==> config.mk <==
export PLATFORM = sky130hd
export DESIGN_NAME = flash_mode_ctrl
export DESIGN_NICKNAME = d
export VERILOG_FILES = /design/src/rtl/fmc_pkg.sv /design/src/rtl/fmc_pin_sync.sv /design/src/rtl/fmc_pulse_qual.sv /design/src/rtl/fmc_mode_fsm.sv /design/src/rtl/flash_mode_ctrl.sv
export SDC_FILE = /design/constraint.sdc
export NUM_CORES = 1
export LEC_CHECK = 0
export BUFFER_PORTS_ARGS = -buffer_cell sky130_fd_sc_hd__buf_2
export CAP_MARGIN = 20
export CELL_PAD_IN_SITES_DETAIL_PLACEMENT = 0
export CELL_PAD_IN_SITES_GLOBAL_PLACEMENT = 1
export CORE_MARGIN = 2
export CORE_UTILIZATION = 33
export DETAILED_ROUTE_END_ITERATION = 10
export PLACE_DENSITY_LB_ADDON = 0.1
export SYNTH_ARGS = -nofsm -noshare
export SYNTH_HDL_FRONTEND = slang
export SYNTH_SLANG_ARGS = --single-unit
==> constraint.sdc <==
create_clock -name clk -period 1.43 [get_ports clk]
set_input_delay 0.286 -clock clk [delete_from_list [all_inputs] [get_ports clk]]
set_output_delay 0.286 -clock clk [all_outputs]
set_load 0.005 [all_outputs]
==> src/rtl/fmc_pkg.sv <==
package fmc_pkg;

   typedef enum logic [2:0] {
      MODE_READ   = 3'd0,
      MODE_IDCFI  = 3'd1,
      MODE_SECURE = 3'd2,
      MODE_CFGREG = 3'd3,
      MODE_LOCK   = 3'd4
   } mode_e;

   localparam logic [2:0] CMD_SOFT_RST = 3'd5;

   function automatic logic is_entry(input logic [2:0] code);
      return (code >= 3'd1) && (code <= 3'd4);
   endfunction

endpackage

==> src/rtl/fmc_pin_sync.sv <==
module fmc_pin_sync #(
   parameter int   STAGES  = 2,
   parameter logic IDLE_LVL = 1'b1
) (
   input  logic clk,
   input  logic arst_n,
   input  logic pin_in,
   output logic pin_out
);

   if (STAGES < 2) begin : g_bad_stages
      $error("fmc_pin_sync: STAGES must be at least 2");
   end

   logic [STAGES-1:0] chain_q;

   for (genvar i = 0; i < STAGES; i++) begin : g_stage
      if (i == 0) begin : g_first
         always_ff @(posedge clk or negedge arst_n) begin
            if (!arst_n) chain_q[i] <= IDLE_LVL;
            else         chain_q[i] <= pin_in;
         end
      end else begin : g_next
         always_ff @(posedge clk or negedge arst_n) begin
            if (!arst_n) chain_q[i] <= IDLE_LVL;
            else         chain_q[i] <= chain_q[i-1];
         end
      end
   end

   assign pin_out = chain_q[STAGES-1];

endmodule

==> src/rtl/fmc_pulse_qual.sv <==
module fmc_pulse_qual #(
   parameter int MIN_PULSE = 8
) (
   input  logic clk,
   input  logic arst_n,
   input  logic pin_s,
   input  logic eng_busy,
   output logic hit,
   output logic active,
   output logic hiz,
   output logic clr_pulse,
   output logic abort_pulse
);

   if (MIN_PULSE < 1) begin : g_bad_min
      $error("fmc_pulse_qual: MIN_PULSE must be at least 1");
   end

   localparam int CW = $clog2(MIN_PULSE + 1);
   localparam logic [CW-1:0] RUN_LAST = CW'(MIN_PULSE - 1);
   localparam logic [CW-1:0] RUN_SAT  = CW'(MIN_PULSE);

   logic [CW-1:0] run_q;
   logic          active_q;
   logic          hiz_q;
   logic          clr_q;
   logic          abort_q;

   assign hit = !pin_s && (run_q == RUN_LAST) && !active_q;

   always_ff @(posedge clk or negedge arst_n) begin
      if (!arst_n) begin
         run_q    <= '0;
         active_q <= 1'b0;
         hiz_q    <= 1'b0;
         clr_q    <= 1'b0;
         abort_q  <= 1'b0;
      end else begin
         if (pin_s)
            run_q <= '0;
         else if (run_q != RUN_SAT)
            run_q <= run_q + 1'b1;

         if (hit)
            active_q <= 1'b1;
         else if (pin_s)
            active_q <= 1'b0;

         hiz_q   <= hit | active_q;
         clr_q   <= hit;
         abort_q <= hit & eng_busy;
      end
   end

   assign active      = active_q;
   assign hiz         = hiz_q;
   assign clr_pulse   = clr_q;
   assign abort_pulse = abort_q;

endmodule

==> src/rtl/fmc_mode_fsm.sv <==
module fmc_mode_fsm
   import fmc_pkg::*;
(
   input  logic       clk,
   input  logic       arst_n,
   input  logic       hw_hit,
   input  logic       hw_active,
   input  logic       cmd_valid,
   input  logic [2:0] cmd_code,
   input  logic       eng_busy,
   output mode_e      mode
);

   mode_e mode_q;
   mode_e mode_d;

   always_comb begin
      mode_d = mode_q;
      if (hw_hit) begin
         mode_d = MODE_READ;
      end else if (!hw_active && cmd_valid) begin
         if (cmd_code == CMD_SOFT_RST) begin
            if (!eng_busy) mode_d = MODE_READ;
         end else if (is_entry(cmd_code) && (mode_q == MODE_READ)) begin
            mode_d = mode_e'(cmd_code);
         end
      end
   end

   always_ff @(posedge clk or negedge arst_n) begin
      if (!arst_n) mode_q <= MODE_READ;
      else         mode_q <= mode_d;
   end

   assign mode = mode_q;

endmodule

==> src/rtl/flash_mode_ctrl.sv <==
module flash_mode_ctrl
   import fmc_pkg::*;
#(
   parameter int MIN_PULSE   = 8,
   parameter int SYNC_STAGES = 2
) (
   input  logic       clk,
   input  logic       arst_n,
   input  logic       rst_pin_n,
   input  logic       cmd_valid,
   input  logic [2:0] cmd_code,
   input  logic       eng_busy,
   output logic [2:0] mode,
   output logic       out_hiz,
   output logic       cfg_clr,
   output logic       uaddr_clr,
   output logic       eng_abort
);

   logic  pin_s;
   logic  hw_hit;
   logic  hw_active;
   logic  clr_pulse;
   mode_e mode_cur;

   fmc_pin_sync #(
      .STAGES   (SYNC_STAGES),
      .IDLE_LVL (1'b1)
   ) u_sync (
      .clk     (clk),
      .arst_n  (arst_n),
      .pin_in  (rst_pin_n),
      .pin_out (pin_s)
   );

   fmc_pulse_qual #(
      .MIN_PULSE (MIN_PULSE)
   ) u_qual (
      .clk         (clk),
      .arst_n      (arst_n),
      .pin_s       (pin_s),
      .eng_busy    (eng_busy),
      .hit         (hw_hit),
      .active      (hw_active),
      .hiz         (out_hiz),
      .clr_pulse   (clr_pulse),
      .abort_pulse (eng_abort)
   );

   fmc_mode_fsm u_fsm (
      .clk       (clk),
      .arst_n    (arst_n),
      .hw_hit    (hw_hit),
      .hw_active (hw_active),
      .cmd_valid (cmd_valid),
      .cmd_code  (cmd_code),
      .eng_busy  (eng_busy),
      .mode      (mode_cur)
   );

   assign mode      = mode_cur;
   assign cfg_clr   = clr_pulse;
   assign uaddr_clr = clr_pulse;

endmodule

### After elaboration in Yosys (flattened, before gate mapping)

Cells that the tools add are included.

| word-level totals | value |
|---|---|
| word-level logic and storage cells | 39 |
| ROM bits | 0 |
| bits in latches | 0 |
| memories kept | 0 |
| memory bits (writable) | 0 |
| output and inout bits | 7 |
| input port bits | 8 |
| register bits | 13 |

| cells by class | value |
|---|---|
| div/mod/pow operators | 0 |
| multiply operators | 0 |
| multiplexer cells | 9 |
| eq/ne operators | 4 |
| bitwise operators | 2 |
| magnitude comparators | 2 |
| reduce and logical (&&, ||, !) cells | 13 |
| shift-type cells | 0 |
| add/subtract/negate cells | 1 |

Operators by type and width:

| operator | number |
|---|---|
| 3-bit two-way mux | 5 |
| 4-bit two-way mux | 2 |
| 2-bit nonzero test | 3 |
| 1-bit logical AND | 5 |
| 4-bit by 1-bit adder with 4-bit output (second input constant) | 1 |
| 4-bit by 3-bit equality test with 1-bit output (second input constant) | 1 |
| 4-bit inequality test (second input constant) | 1 |
| 3-bit equality test (second input constant) | 1 |
| 3-bit by 1-bit >= comparator with 1-bit output (second input constant) | 1 |
| 3-bit less-or-equal comparator (second input constant) | 1 |
| 3-bit logical NOT | 1 |
| 3-bit inequality test (second input constant) | 1 |
| 3-bit AND reduction | 1 |
| 3-bit nonzero test | 1 |
| 1-bit logical NOT | 2 |
| 1-bit two-way mux | 2 |
| 1-bit bitwise AND | 1 |
| 1-bit OR | 1 |

### Logic depth before layout (Yosys ltp)

Gate-level depths: netlist (run 1).

| logic depth | value |
|---|---|
| word-level depth | 7 |
| mapped depth | 6 |

### By module

From an unflattened synthesis (run 1), not the netlist that was laid out.

| second synthesis, totals | value |
|---|---|
| cell total of the unflattened synthesis | 55 |
| area total of the unflattened synthesis | 611.8 µm² |

Modules (own cells, without submodules):

| module | area an instance (µm²) | cells an instance | times used |
|---|---|---|---|
| fmc_pulse_qual | 346.6 | 30 | 1 |
| fmc_mode_fsm | 205.2 | 22 | 1 |
| fmc_pin_sync | 52.6 | 2 | 1 |
| flash_mode_ctrl | 7.5 | 1 | 1 |

### Least setup slack after synthesis (run 1)

No wires, ideal clock.

| path | value |
|---|---|
| path type | register to register |
| start point | register u_qual.run_q[0] |
| end point | register u_fsm.mode_q[0], in the netlist u_fsm.mode[0] |
| library setup time | 0.076 ns |
| arrival | 1.474 ns |
| slack | -0.121 ns |
| period minus slack after synthesis | 1.551 ns |
| buffers on the path | 0 |
| cell stages (with the launch flop) | 7 |
| data required time | 1.354 ns |
| cells stage by stage | dfrtp_1 ha_1 nor4bb_1 nand2_1 inv_2 or4_1 o21ai_1 |

| on the way | value |
|---|---|
| longest elaborated chain between the ends | 5 |
| elaborated cells on any way between the ends | 8 |
| classes of those cells | eq/ne (2); mux (1); reduce/logical (5) |

Ends and longest elaborated chain:

| what | RTL line | source |
|---|---|---|
| start: declaration | fmc_pulse_qual.sv:23 | `logic [CW-1:0] run_q;` |
| start signal: assignment | fmc_pulse_qual.sv:42 | `run_q <= run_q + 1'b1;` |
| 4-bit by 3-bit equality test with 1-bit output (*) | fmc_pulse_qual.sv:29 | `assign hit = !pin_s && (run_q == RUN_LAST) && !active_q;` |
| 1-bit logical AND (*) (2 in series) | fmc_pulse_qual.sv:29 |  |
| via hw_hit | flash_mode_ctrl.sv:21 | `logic hw_hit;` |
| 3-bit inequality test (no source line), or another cell as far along | - |  |
| 3-bit AND reduction (no source line) | - |  |
| end signal: assignment | fmc_mode_fsm.sv:32 | `else mode_q <= mode_d;` |
| end: declaration | fmc_mode_fsm.sv:14 | `mode_e mode_q;` |

The timed path passes the listed nets; every way through them passes the cells marked *.
A chain may end at the register's enable or synchronous reset.

### Worst setup path in the final report (run 1)

Same ends and word-level chain as after synthesis.

==> reports/results.tsv, run 1 <==
metric	value	unit
run_status	complete, but fails checks	
violations	negative setup slack	
ys_async_sr_fraction	100.0	%
gp_congestion	0.7939	
period_minus_slack	1528	ps
die_x	46.22	um
cts_tree	done	
power_density	1091	mW/mm^2
drt_first_pass_iters	6	
cp-end-kind	register	
setup_viol	4	
critPathLaunchType	register	
detail-route-antenna-nets	0	
p_int	0.6587	mW
cts_buffers	3	
synth.avg_cell_area	10.69	sq um
cp_slowest_stage_delay	530	ps
antenna_cells	0	
drtIter0Drc	6	
fp-row-count	15	
port_buffers	14	
fin_nets	95	
cp.depth	6	
syn_to_final_growth	44.68	%
holdPathStages	1	
p_seq_share	51.2	%
num-fill-cells	170	
overflow	0	
ys_seq_elements	13	
worstReg2RegEnd	u_fsm.mode[0]	
path_class	register to register	
yosys.cell_count.top_type	dfrtp_1	
ff2ff_setup_slack	-100	ps
yosysTopAreaCell	dfrtp_1	
highest_layer	met4	
p_sw_share	29.04	%
die-area	0.002136	sq mm
io_pins	15	
crit_family	simple AND/OR/NAND/NOR gates	
htree_num_levels	1	
p_switching	0.2696	mW
synth_edf_count	0	
post-route-cell-area	850.8	sq um
dr_wl_met2	631	um
avgRoutedWirePerCell	11.08	um
dr_wl_met3	49	um
core_area	0.001708	sq mm
clk_pin_slew_worst_paths	80	ps
tightest_slew	293.4	ps
period_share	106.9	%
synth_cell_types	27	
cap_violations	0	
cts_sinks	13	
cts_buffer_depth	2	
arrival	1730	ps
route.detailed.drc	0	
hold_class	primary input to register	
fin_skew	1.184	ps
crit_required	1630	ps
p_leak	0.4275	nW
worstRegToRegCells	6	
maxSlewViolCount	0	
dpl.hpwl	861.7	um
grt_max_degree	14	
final.setup.tns	-203.4	ps
holdPathEnd	u_sync.chain_q[0]	
antenna_found_initial	0	
yosysSeqAreaShare	55.74	%
clkPwrFrac	23.8	%
vias	490	
drt-total-wl	1208	um
yosys.area.top_type_share	46.81	%
die_y	46.22	um
relSlewSlack	80.44	%
synth_ff_type	dfrtp_1	
min-delay-start	rst_pin_n	
cp_cell_sequence	ha_2, nor4bb_4, nand2_1, inv_2, or4_4, o21ai_2	
yosys_warnings	0	
synth_cells	55	
grt_pass1_vias	430	
rsz0062_at_grt	yes	
grt_use_total	12.88	%
syn-num-nets	65	
ys_top_cells_by_count	11 x dfrtp_1, 5 x nand2_1, 5 x nor2_1, 4 x inv_1	
crit_buf_inv	1	
synth_area_leaders	dfrtp_1 47%, dfstp_2 8.9%, ha_1 4.3%, mux2i_1 3.4%, nand2_1 3.2%	
r2r-start	u_qual.run_q[0]	
seq_area	327.8	sq um
start_util	34.43	%
cts_root_buf	clkbuf_4	
netlist_area	588.1	sq um
hold_violations	0	
grt_pass1_wl	1794	um
drive_gt1_share	48.81	%
worstSkewPairLatency	270	ps
cp_slowest_cell	or4_4	
placed_area	744.5	sq um
multiInputGateArea	284.0	sq um
fmax	654.3	MHz
worst_slack	-98.41	ps
wl_met1	512	um
ir_worst_vdd	0.4954	mV
vias_per_cell	4.495	
path_max_fanout	3	
p_comb_share	25.0	%
## kinds of logic after synthesis
logic type	count (synthesis)	synth area share, %
xor+xnor	2	2.979
fa+ha+maj	2	4.255
buf+inv	6	4.467
flops	13	55.74
compound gates	7	7.659
mux	2	3.404
simple gates	23	21.49
## cell type report
type	instances	area share, %
flip-flops and latches	13	38.53
multi-input cells	36	33.38
repair buffers	26	19.12
well taps	25	3.676
clock buffers	4	3.088
inverters	5	2.206
## cells in the final DEF (no fill, tap or decap)
cell	count
nor2_2	1
or2_4	1
o21ai_0	2
nand3_1	1
dfstp_2	2
clkbuf_1	1
or2_2	1
inv_2	1
nor4_2	1
xor2_1	1
nor2_1	4
xnor2_2	1
o41a_1	1
clkbuf_4	3
nor2b_1	2
nand3b_1	1
nand4b_1	1
nor4bb_4	1
o2111ai_2	1
buf_2	14
a21oi_1	2
ha_1	1
or3_1	1
and3_1	1
or4_4	1
dlygate4sd3_1	1
ha_2	1
dfrtp_1	11
inv_1	4
o21ai_2	1
buf_4	11
nand2_1	5
nand2b_1	1
mux2i_1	2
## flip-flops by register name, summed over array words and instances (netlist names)
| signal | count |
|---|---|
| u_sync.pin_out | 1 |
| u_qual.active | 1 |
| u_sync.chain_q | 1 |
| u_qual.clr_pulse | 1 |
| u_qual.hiz | 1 |
| u_fsm.mode | 3 |
| u_qual.abort_pulse | 1 |
| u_qual.run_q | 4 |
## worst max path at each step
stage                          from            end  slack (ps)
floorplan           u_qual.run_q[0]  u_fsm.mode[0]         -80
global placement    u_qual.run_q[1]  u_fsm.mode[0]        -100
detailed placement  u_qual.run_q[1]  u_fsm.mode[0]         -90
CTS                 u_qual.run_q[1]  u_fsm.mode[0]        -110
global route        u_qual.run_q[0]  u_fsm.mode[0]        -170
finish              u_qual.run_q[0]  u_fsm.mode[0]        -100
## power groups by stage
| stage | Clock [mW] | Sequential, mW | Combinational [mW] |
|---|---|---|---|
| after floorplan | 0 | 0.477 | 0.0796 |
| after global placement | 0 | 0.473 | 0.202 |
| after detailed placement | 0 | 0.474 | 0.204 |
| after CTS | 0.235 | 0.473 | 0.214 |
| after global routing | 0.250 | 0.482 | 0.261 |
| final | 0.221 | 0.475 | 0.232 |
## worst register-to-register path, stage by stage (launching register included)
cell and delay, ps:
dfrtp_1 380, ha_2 190, nor4bb_4 150, nand2_1 100, inv_2 40, or4_4 530, o21ai_2 70
## what timing repair did
action / in CTS / in global routing
endpoints found under the setup margin: 3 / 7
buffers inserted: 0 / 3
resized for setup: 2 / 7
hold buffers: 1 / 0
hold endpoints to repair: 11 / 0
pin swaps: 4 / 8
## metrics by stage
stage	utilization, %	setup slack [ps]	hold slack (ps)	instances	power (mW)
after floorplan	-	-76.89	-9.591	55	0.5561
after global placement	43.59	-95.20	188.8	101	0.6749
after detailed placement	43.59	-88.94	190.5	101	0.6778
after CTS	46.45	-110.6	96.06	106	0.9224
after global routing	49.82	-165.8	85.65	109	0.9927
final	49.82	-98.41	110.5	109	0.9283
## per-layer routing
layer / track usage, % / up-vias
met5: 0 / -
met4: 6.857 / 0
met3: 6.275 / 2
met2: 20.00 / 10
met1: 14.43 / 233
li1: - / 245
Power figures use the tool's default switching activity.
==> run 2, diff against run 1 <==
--- a/config.mk
+++ b/config.mk
@@ -5,12 +5,13 @@
 export SDC_FILE = /design/constraint.sdc
 export NUM_CORES = 1
 export LEC_CHECK = 0
+export ABC_AREA = 1
 export BUFFER_PORTS_ARGS = -buffer_cell sky130_fd_sc_hd__buf_2
 export CAP_MARGIN = 20
 export CELL_PAD_IN_SITES_DETAIL_PLACEMENT = 0
 export CELL_PAD_IN_SITES_GLOBAL_PLACEMENT = 1
 export CORE_MARGIN = 2
-export CORE_UTILIZATION = 33
+export CORE_UTILIZATION = 34
 export DETAILED_ROUTE_END_ITERATION = 10
 export PLACE_DENSITY_LB_ADDON = 0.1
 export SYNTH_ARGS = -nofsm -noshare
==> run 2 against run 1 <==
Net effect: the flow now finishes without violations; sequential power shrank 3%; clock-buffer cell count is the same; global-route usage shrank 1.1 points; register-to-register slack gained 320 ps.
==> reports/results.tsv, run 2 <==
metric	value	unit	change
tightest_slew	284.2	ps	-9.197 ps
maxSlewViolCount	0		unchanged
core_area	0.001745	sq mm	+2.2%
fp-row-count	15		unchanged
netlist_area	644.4	sq um	+9.6%
dr_wl_met3	63	um	+29%
ys_top_cells_by_count	12 x inv_1, 11 x dfrtp_1, 8 x nand2_1, 6 x nand3_1, 6 x nor2_1		
clkPwrFrac	25.0	%	+1.2 points
setup_viol	0		-4
arrival	1370	ps	-360 ps
cts_setup_buffers	0		unchanged
fin_skew	8.262	ps	+7.078 ps
fmax	828.4	MHz	+27%
avgRoutedWirePerCell	9.460	um	-15%
synth_cell_types	20		-26%
worstRegToRegCells	6		unchanged
yosys.area.top_type_share	42.72	%	-4.1 points
cap_violations	0		unchanged
p_comb_share	23.3	%	-1.7 points
route.detailed.drc	0		unchanged
crit_required	1590	ps	-40 ps
detail-route-antenna-nets	0		unchanged
period_share	84.41	%	-22 points
syn-num-nets	80		+23%
start_util	36.92	%	+2.5 points
ff2ff_setup_slack	220	ps	+320 ps
yosys.cell_count.top_type	inv_1		
holdPathEnd	u_sync.chain_q[0]		
num-fill-cells	183		+7.6%
yosys_warnings	0		unchanged
htree_num_levels	1		unchanged
path_class	register to register		
synth_cells	70		+27%
layout.cells.most_common	buf_2		
vias	476		-2.9%
synth_area_leaders	dfrtp_1 43%, dfstp_2 8.2%, inv_1 7.0%, nand3_1 4.7%, nand2_1 4.7%		
cts_buffer_depth	2		unchanged
period_minus_slack	1207	ps	-321.3 ps
gp_congestion	0.6873		-13%
antenna_found_initial	0		unchanged
vias_per_cell	4.212		-6.3%
hold_violations	0		unchanged
hold_class	primary input to register		
ys_seq_elements	13		unchanged
cts.hold.buffers_added	1		unchanged
placed_area	738.2	sq um	-0.84%
cp-end-kind	register		
cts_resized	0		-2
r2r-start	u_qual.run_q[1]		
die_y	47.54	um	+2.9%
cts_sinks	13		unchanged
run_status	complete, no violations		
synth_edf_count	0		unchanged
p_int	0.6208	mW	-5.8%
dr_wl_met2	374	um	-41%
min-delay-start	rst_pin_n		
yosysSeqAreaShare	50.87	%	-4.9 points
io_pins	15		unchanged
post-route-cell-area	774.5	sq um	-9.0%
critPathLaunchType	register		
wl_met1	615	um	+20%
power_density	1156	mW/mm^2	+6.0%
relSlewSlack	81.05	%	+0.61 points
cts_root_buf	clkbuf_4		
drive_gt1_share	34.09	%	-15 points
rsz0062_at_grt	no		
largest_reg_flops	4		unchanged
ir_worst_vdd	0.5915	mV	+19%
dpl.hpwl	837.3	um	-2.8%
port_buffers	14		unchanged
ys_async_sr_fraction	100.0	%	unchanged
largest-register	u_qual.run_q		
drt_first_pass_iters	4		-2
clk_pin_slew_worst_paths	80	ps	about the same
yosysTopAreaCell	dfrtp_1		
synth_ff_type	dfrtp_1		
grt_pass1_vias	420		-2.3%
path_max_fanout	9		+6
p_leak	0.4255	nW	-0.46%
p_switching	0.2747	mW	+1.9%
grt_use_total	11.74	%	-1.1 points
overflow	0		unchanged
drtIter0Drc	7		+1
p_seq_share	51.6	%	+0.4 points
grt_pass1_wl	1773	um	-1.2%
layout_common_cells	14 x buf_2, 12 x inv_1, 11 x dfrtp_1		
highest_layer	met4		
antenna_cells	0		unchanged
drt-total-wl	1069	um	-12%
grt_max_degree	14		unchanged
p_sw_share	30.68	%	+1.6 points
worstSkewPairLatency	270	ps	about the same
fin_nets	99		+4.2%
syn_to_final_growth	20.19	%	
synth.avg_cell_area	9.205	sq um	-14%
die_x	47.54	um	+2.9%
cts_tree	done		
cts_buffers	3		unchanged
final.setup.tns	0	ps	+203.4 ps
worstReg2RegEnd	u_fsm.mode[2]		
holdPathStages	1		unchanged
die-area	0.002260	sq mm	+5.8%
==> run 2: final cells by class <==
| type | count | area (sq um) | share of cell area (%) |
|---|---|---|---|
| inverter | 14 | 52.55 | 6.785 |
| multi-input combinational | 42 | 256.5 | 33.12 |
| timing repair buffer | 15 | 80.08 | 10.34 |
| sequential | 13 | 327.8 | 42.33 |
| clock buffer | 4 | 26.28 | 3.393 |
| tap | 25 | 31.28 | 4.039 |
==> run 2: cell families (layout without fill, tap and decap cells) <==
family,after synthesis,in the layout,share of synthesized area (%)
adders and majority gates,2,2,3.883
AOI/OAI and AO/OA,6,6,4.659
buffers and inverters,15,33,9.321
DFF,13,13,50.87
xor gates and xnor gates,1,1,1.359
and+or+nand+nor,33,33,29.90
==> run 2: worst max-delay path by stage <==
stage	slack (ps)	depth (start not counted)	from	to
after floorplan	330	4	u_qual.run_q[0]	u_qual.hiz
after global placement	250	7	u_qual.run_q[0]	u_qual.run_q[1]
after detailed placement	240	7	u_qual.run_q[0]	u_qual.run_q[1]
after CTS	220	7	u_qual.run_q[0]	u_qual.run_q[1]
after global routing	100	6	u_qual.run_q[1]	u_fsm.mode[2]
final	220	6	u_qual.run_q[1]	u_fsm.mode[2]
==> run 2: stage by stage <==
step	power, mW	instances	util, %	hold slack (ps)	setup WS [ps]
2_1_floorplan	0.5918	70	-	-9.591	325.0
3_3_place_gp	0.6859	108	42.29	186.9	254.6
3_5_place_dp	0.6833	108	42.29	190.4	239.4
4_1_cts	0.9109	113	44.37	96.66	224.1
5_1_grt	0.9768	113	44.37	79.39	99.14
6_report	0.8955	113	44.37	101.9	222.9
==> run 2: layer usage <==
metal / GRT usage, % / vias to the layer above
met5: 0 / -
met4: 4.865 / 0
met3: 5.660 / 2
met2: 14.59 / 14
met1: 17.14 / 202
li1: - / 258
==> run 2: worst max-delay path, stage by stage, from the launching register on <==
cell and delay [ps]:
dfrtp_1 380, ha_1 190, nand2_2 80, nor3_4 160, nand2_4 110, nand4_1 120
nand2_1 60
==> run 2: power by group through the flow <==
stage / Sequential [mW] / Clock [mW] / Combinational, mW
after floorplan: 0.467 / 0 / 0.124
after global placement: 0.471 / 0 / 0.215
after detailed placement: 0.472 / 0 / 0.211
after CTS: 0.464 / 0.232 / 0.214
after global routing: 0.472 / 0.254 / 0.250
final: 0.462 / 0.224 / 0.209
==> run 3, diff against run 2 <==
--- a/config.mk
+++ b/config.mk
@@ -5,13 +5,13 @@
 export SDC_FILE = /design/constraint.sdc
 export NUM_CORES = 1
 export LEC_CHECK = 0
-export ABC_AREA = 1
+export ABC_AREA = 0
 export BUFFER_PORTS_ARGS = -buffer_cell sky130_fd_sc_hd__buf_2
 export CAP_MARGIN = 20
 export CELL_PAD_IN_SITES_DETAIL_PLACEMENT = 0
 export CELL_PAD_IN_SITES_GLOBAL_PLACEMENT = 1
 export CORE_MARGIN = 2
-export CORE_UTILIZATION = 34
+export CORE_UTILIZATION = 37
 export DETAILED_ROUTE_END_ITERATION = 10
 export PLACE_DENSITY_LB_ADDON = 0.1
 export SYNTH_ARGS = -nofsm -noshare
==> constraint.sdc (replaced) <==
create_clock -name clk -period 1.17 [get_ports clk]
set_input_delay 0.234 -clock clk [delete_from_list [all_inputs] [get_ports clk]]
set_output_delay 0.234 -clock clk [all_outputs]
set_load 0.005 [all_outputs]
==> run 3 against run 2 <==
Net effect: routed wire length grew 36%; highest routed layer unchanged; sequential cell count is the same; global-route usage grew 6.8 points; the flow now finishes with violations (negative setup slack); critical path type unchanged.
==> reports/results.tsv, run 3 (synthesized netlist as in run 1, its figures left out) <==
metric	value	unit	change
holdPathEnd	u_sync.chain_q[0]		
syn_to_final_growth	69.36	%	
grt_max_degree	14		unchanged
r2r-start	u_qual.run_q[1]		
arrival	1680	ps	+310 ps
cts_buffers	3		unchanged
fmax	674.4	MHz	-19%
violations	negative setup slack		
cts_tree	done		
cts_root_buf	clkbuf_4		
cp_slowest_cell	or4_1		
grt_pass1_vias	581		+38%
path_class	register to register		
worstRegToRegCells	6		unchanged
port_buffers	14		unchanged
power_density	1260	mW/mm^2	+9.0%
clk_pin_slew_worst_paths	80	ps	about the same
drt-total-wl	1459	um	+36%
die_y	43.87	um	-7.7%
p_switching	0.3778	mW	+38%
io_pins	15		unchanged
htree_num_levels	1		unchanged
tightest_slew	306.0	ps	+21.84 ps
cp-end-kind	register		
hold_class	primary input to register		
critPathLaunchType	register		
maxSlewViolCount	0		unchanged
antenna_found_initial	0		unchanged
start_util	39.04	%	+2.1 points
path_max_fanout	2		-7
final.setup.tns	-1626	ps	-1626 ps
run_status	complete, but fails checks		
route.detailed.drc	0		unchanged
layout_common_cells	14 x buf_2, 14 x buf_4, 10 x dfrtp_1		
cp_cell_sequence	ha_2, nor4bb_4, nand2_2, inv_2, or4_1, o21ai_1		
period_share	126.7	%	+42 points
fin_skew	1.911	ps	-6.351 ps
p_leak	0.4920	nW	+16%
cp_slowest_stage_delay	460	ps	+80 ps
antenna_cells	0		unchanged
cts_sinks	13		unchanged
overflow	0		unchanged
hold_violations	0		unchanged
drt_first_pass_iters	4		unchanged
period_minus_slack	1483	ps	+275.7 ps
crit_buf_inv	1		+1
drtIter0Drc	10		+3
p_seq_share	47.7	%	-3.9 points
gp_congestion	0.8038		+17%
die-area	0.001924	sq mm	-15%
core_area	0.001506	sq mm	-14%
worstSkewPairLatency	270	ps	about the same
relSlewSlack	79.60	%	-1.5 points
power	1.255	mW	+40%
min-delay-start	rst_pin_n		
grt_pass1_wl	2497	um	+41%
num-fill-cells	124		-32%
fp-row-count	14		-1
dpl.hpwl	876.1	um	+4.6%
drive_gt1_share	64.89	%	+31 points
p_sw_share	30.11	%	-0.57 points
cts_buffer_depth	2		unchanged
p_int	0.8770	mW	+41%
ir_worst_vdd	0.7073	mV	+20%
largest_reg_flops	4		unchanged
worstReg2RegEnd	u_fsm.mode[0]		
p_comb_share	30.8	%	+7.5 points
ff2ff_setup_slack	-310	ps	-540 ps
avgRoutedWirePerCell	13.26	um	+40%
crit_required	1360	ps	-230 ps
setup_viol	10		+10
crit_family	simple AND/OR/NAND/NOR gates		
vias	524		+10%
holdPathStages	1		unchanged
cap_violations	0		unchanged
vias_per_cell	4.764		+13%
rsz0062_at_grt	yes		
detail-route-antenna-nets	0		unchanged
clkPwrFrac	21.5	%	-3.5 points
worst_slack	-312.8	ps	-535.7 ps
grt_use_total	18.55	%	+6.8 points
die_x	43.87	um	-7.7%
largest-register	u_qual.run_q		
fin_nets	105		+6.1%
==> run 3: timing repair <==
| action | CTS | global route |
|---|---|---|
| hold buffers | 1 | 0 |
| hold endpoints to repair | 11 | 0 |
| endpoints found under the setup margin | 9 | 12 |
| buffers inserted | 21 | 3 |
| pin swaps | 15 | 14 |
| gates resized for setup | 19 | 14 |
==> run 3: how the worst max path moves through the flow <==
stage                    start             to  slack (ps)  depth (start not counted)
2_1_floorplan  u_qual.run_q[0]  u_fsm.mode[0]        -340                          6
3_3_place_gp     u_fsm.mode[0]  u_fsm.mode[2]        -310                          4
3_5_place_dp   u_qual.run_q[1]  u_fsm.mode[0]        -290                          6
4_1_cts          u_fsm.mode[1]  u_fsm.mode[0]        -300                          4
5_1_grt          u_fsm.mode[0]  u_fsm.mode[0]        -410                          4
6_report       u_qual.run_q[1]  u_fsm.mode[0]        -310                          6
==> run 3: metal layers <==
layer / GRT usage [%] / part of all wire (%) / vias up
met5: 0 / 0 / -
met4: 7.273 / 0.82 / 0
met3: 5.000 / 4.2 / 2
met2: 32.94 / 52 / 13
met1: 20.84 / 43 / 243
li1: - / - / 266
==> run 3: area by class of cell <==
cell class,instances,area [sq um],area share (%)
clock buffers,4,26.28,2.638
multi-input cells,36,335.3,33.67
well taps,16,20.02,2.010
repair buffers,36,264.0,26.51
flip-flops and latches,13,329.1,33.04
inverters,5,21.27,2.136
==> run 3: through the flow <==
stage / hold WS [ps] / utilization (%) / worst slack [ps] / std cells / area (sq um)
3_5_place_dp: 137.1 / 52.82 / -286.5 / 100 / 795.8
5_1_grt: 46.58 / 66.11 / -408.5 / 110 / 996.0
2_1_floorplan: -61.59 / - / -336.9 / 55 / 593.1
6_report: 56.97 / 66.11 / -312.8 / 110 / 996.0
3_3_place_gp: 136.7 / 52.82 / -306.2 / 100 / 795.8
4_1_cts: 45.20 / 64.04 / -302.1 / 112 / 964.7
==> run 3: power by group through the flow <==
stage / clock network, mW / registers, mW / logic (mW)
global route: 0.305 / 0.608 / 0.426
global placement: 0 / 0.573 / 0.287
floorplan: 0 / 0.583 / 0.0975
finish: 0.269 / 0.599 / 0.386
CTS: 0.287 / 0.575 / 0.349
detailed placement: 0 / 0.572 / 0.287
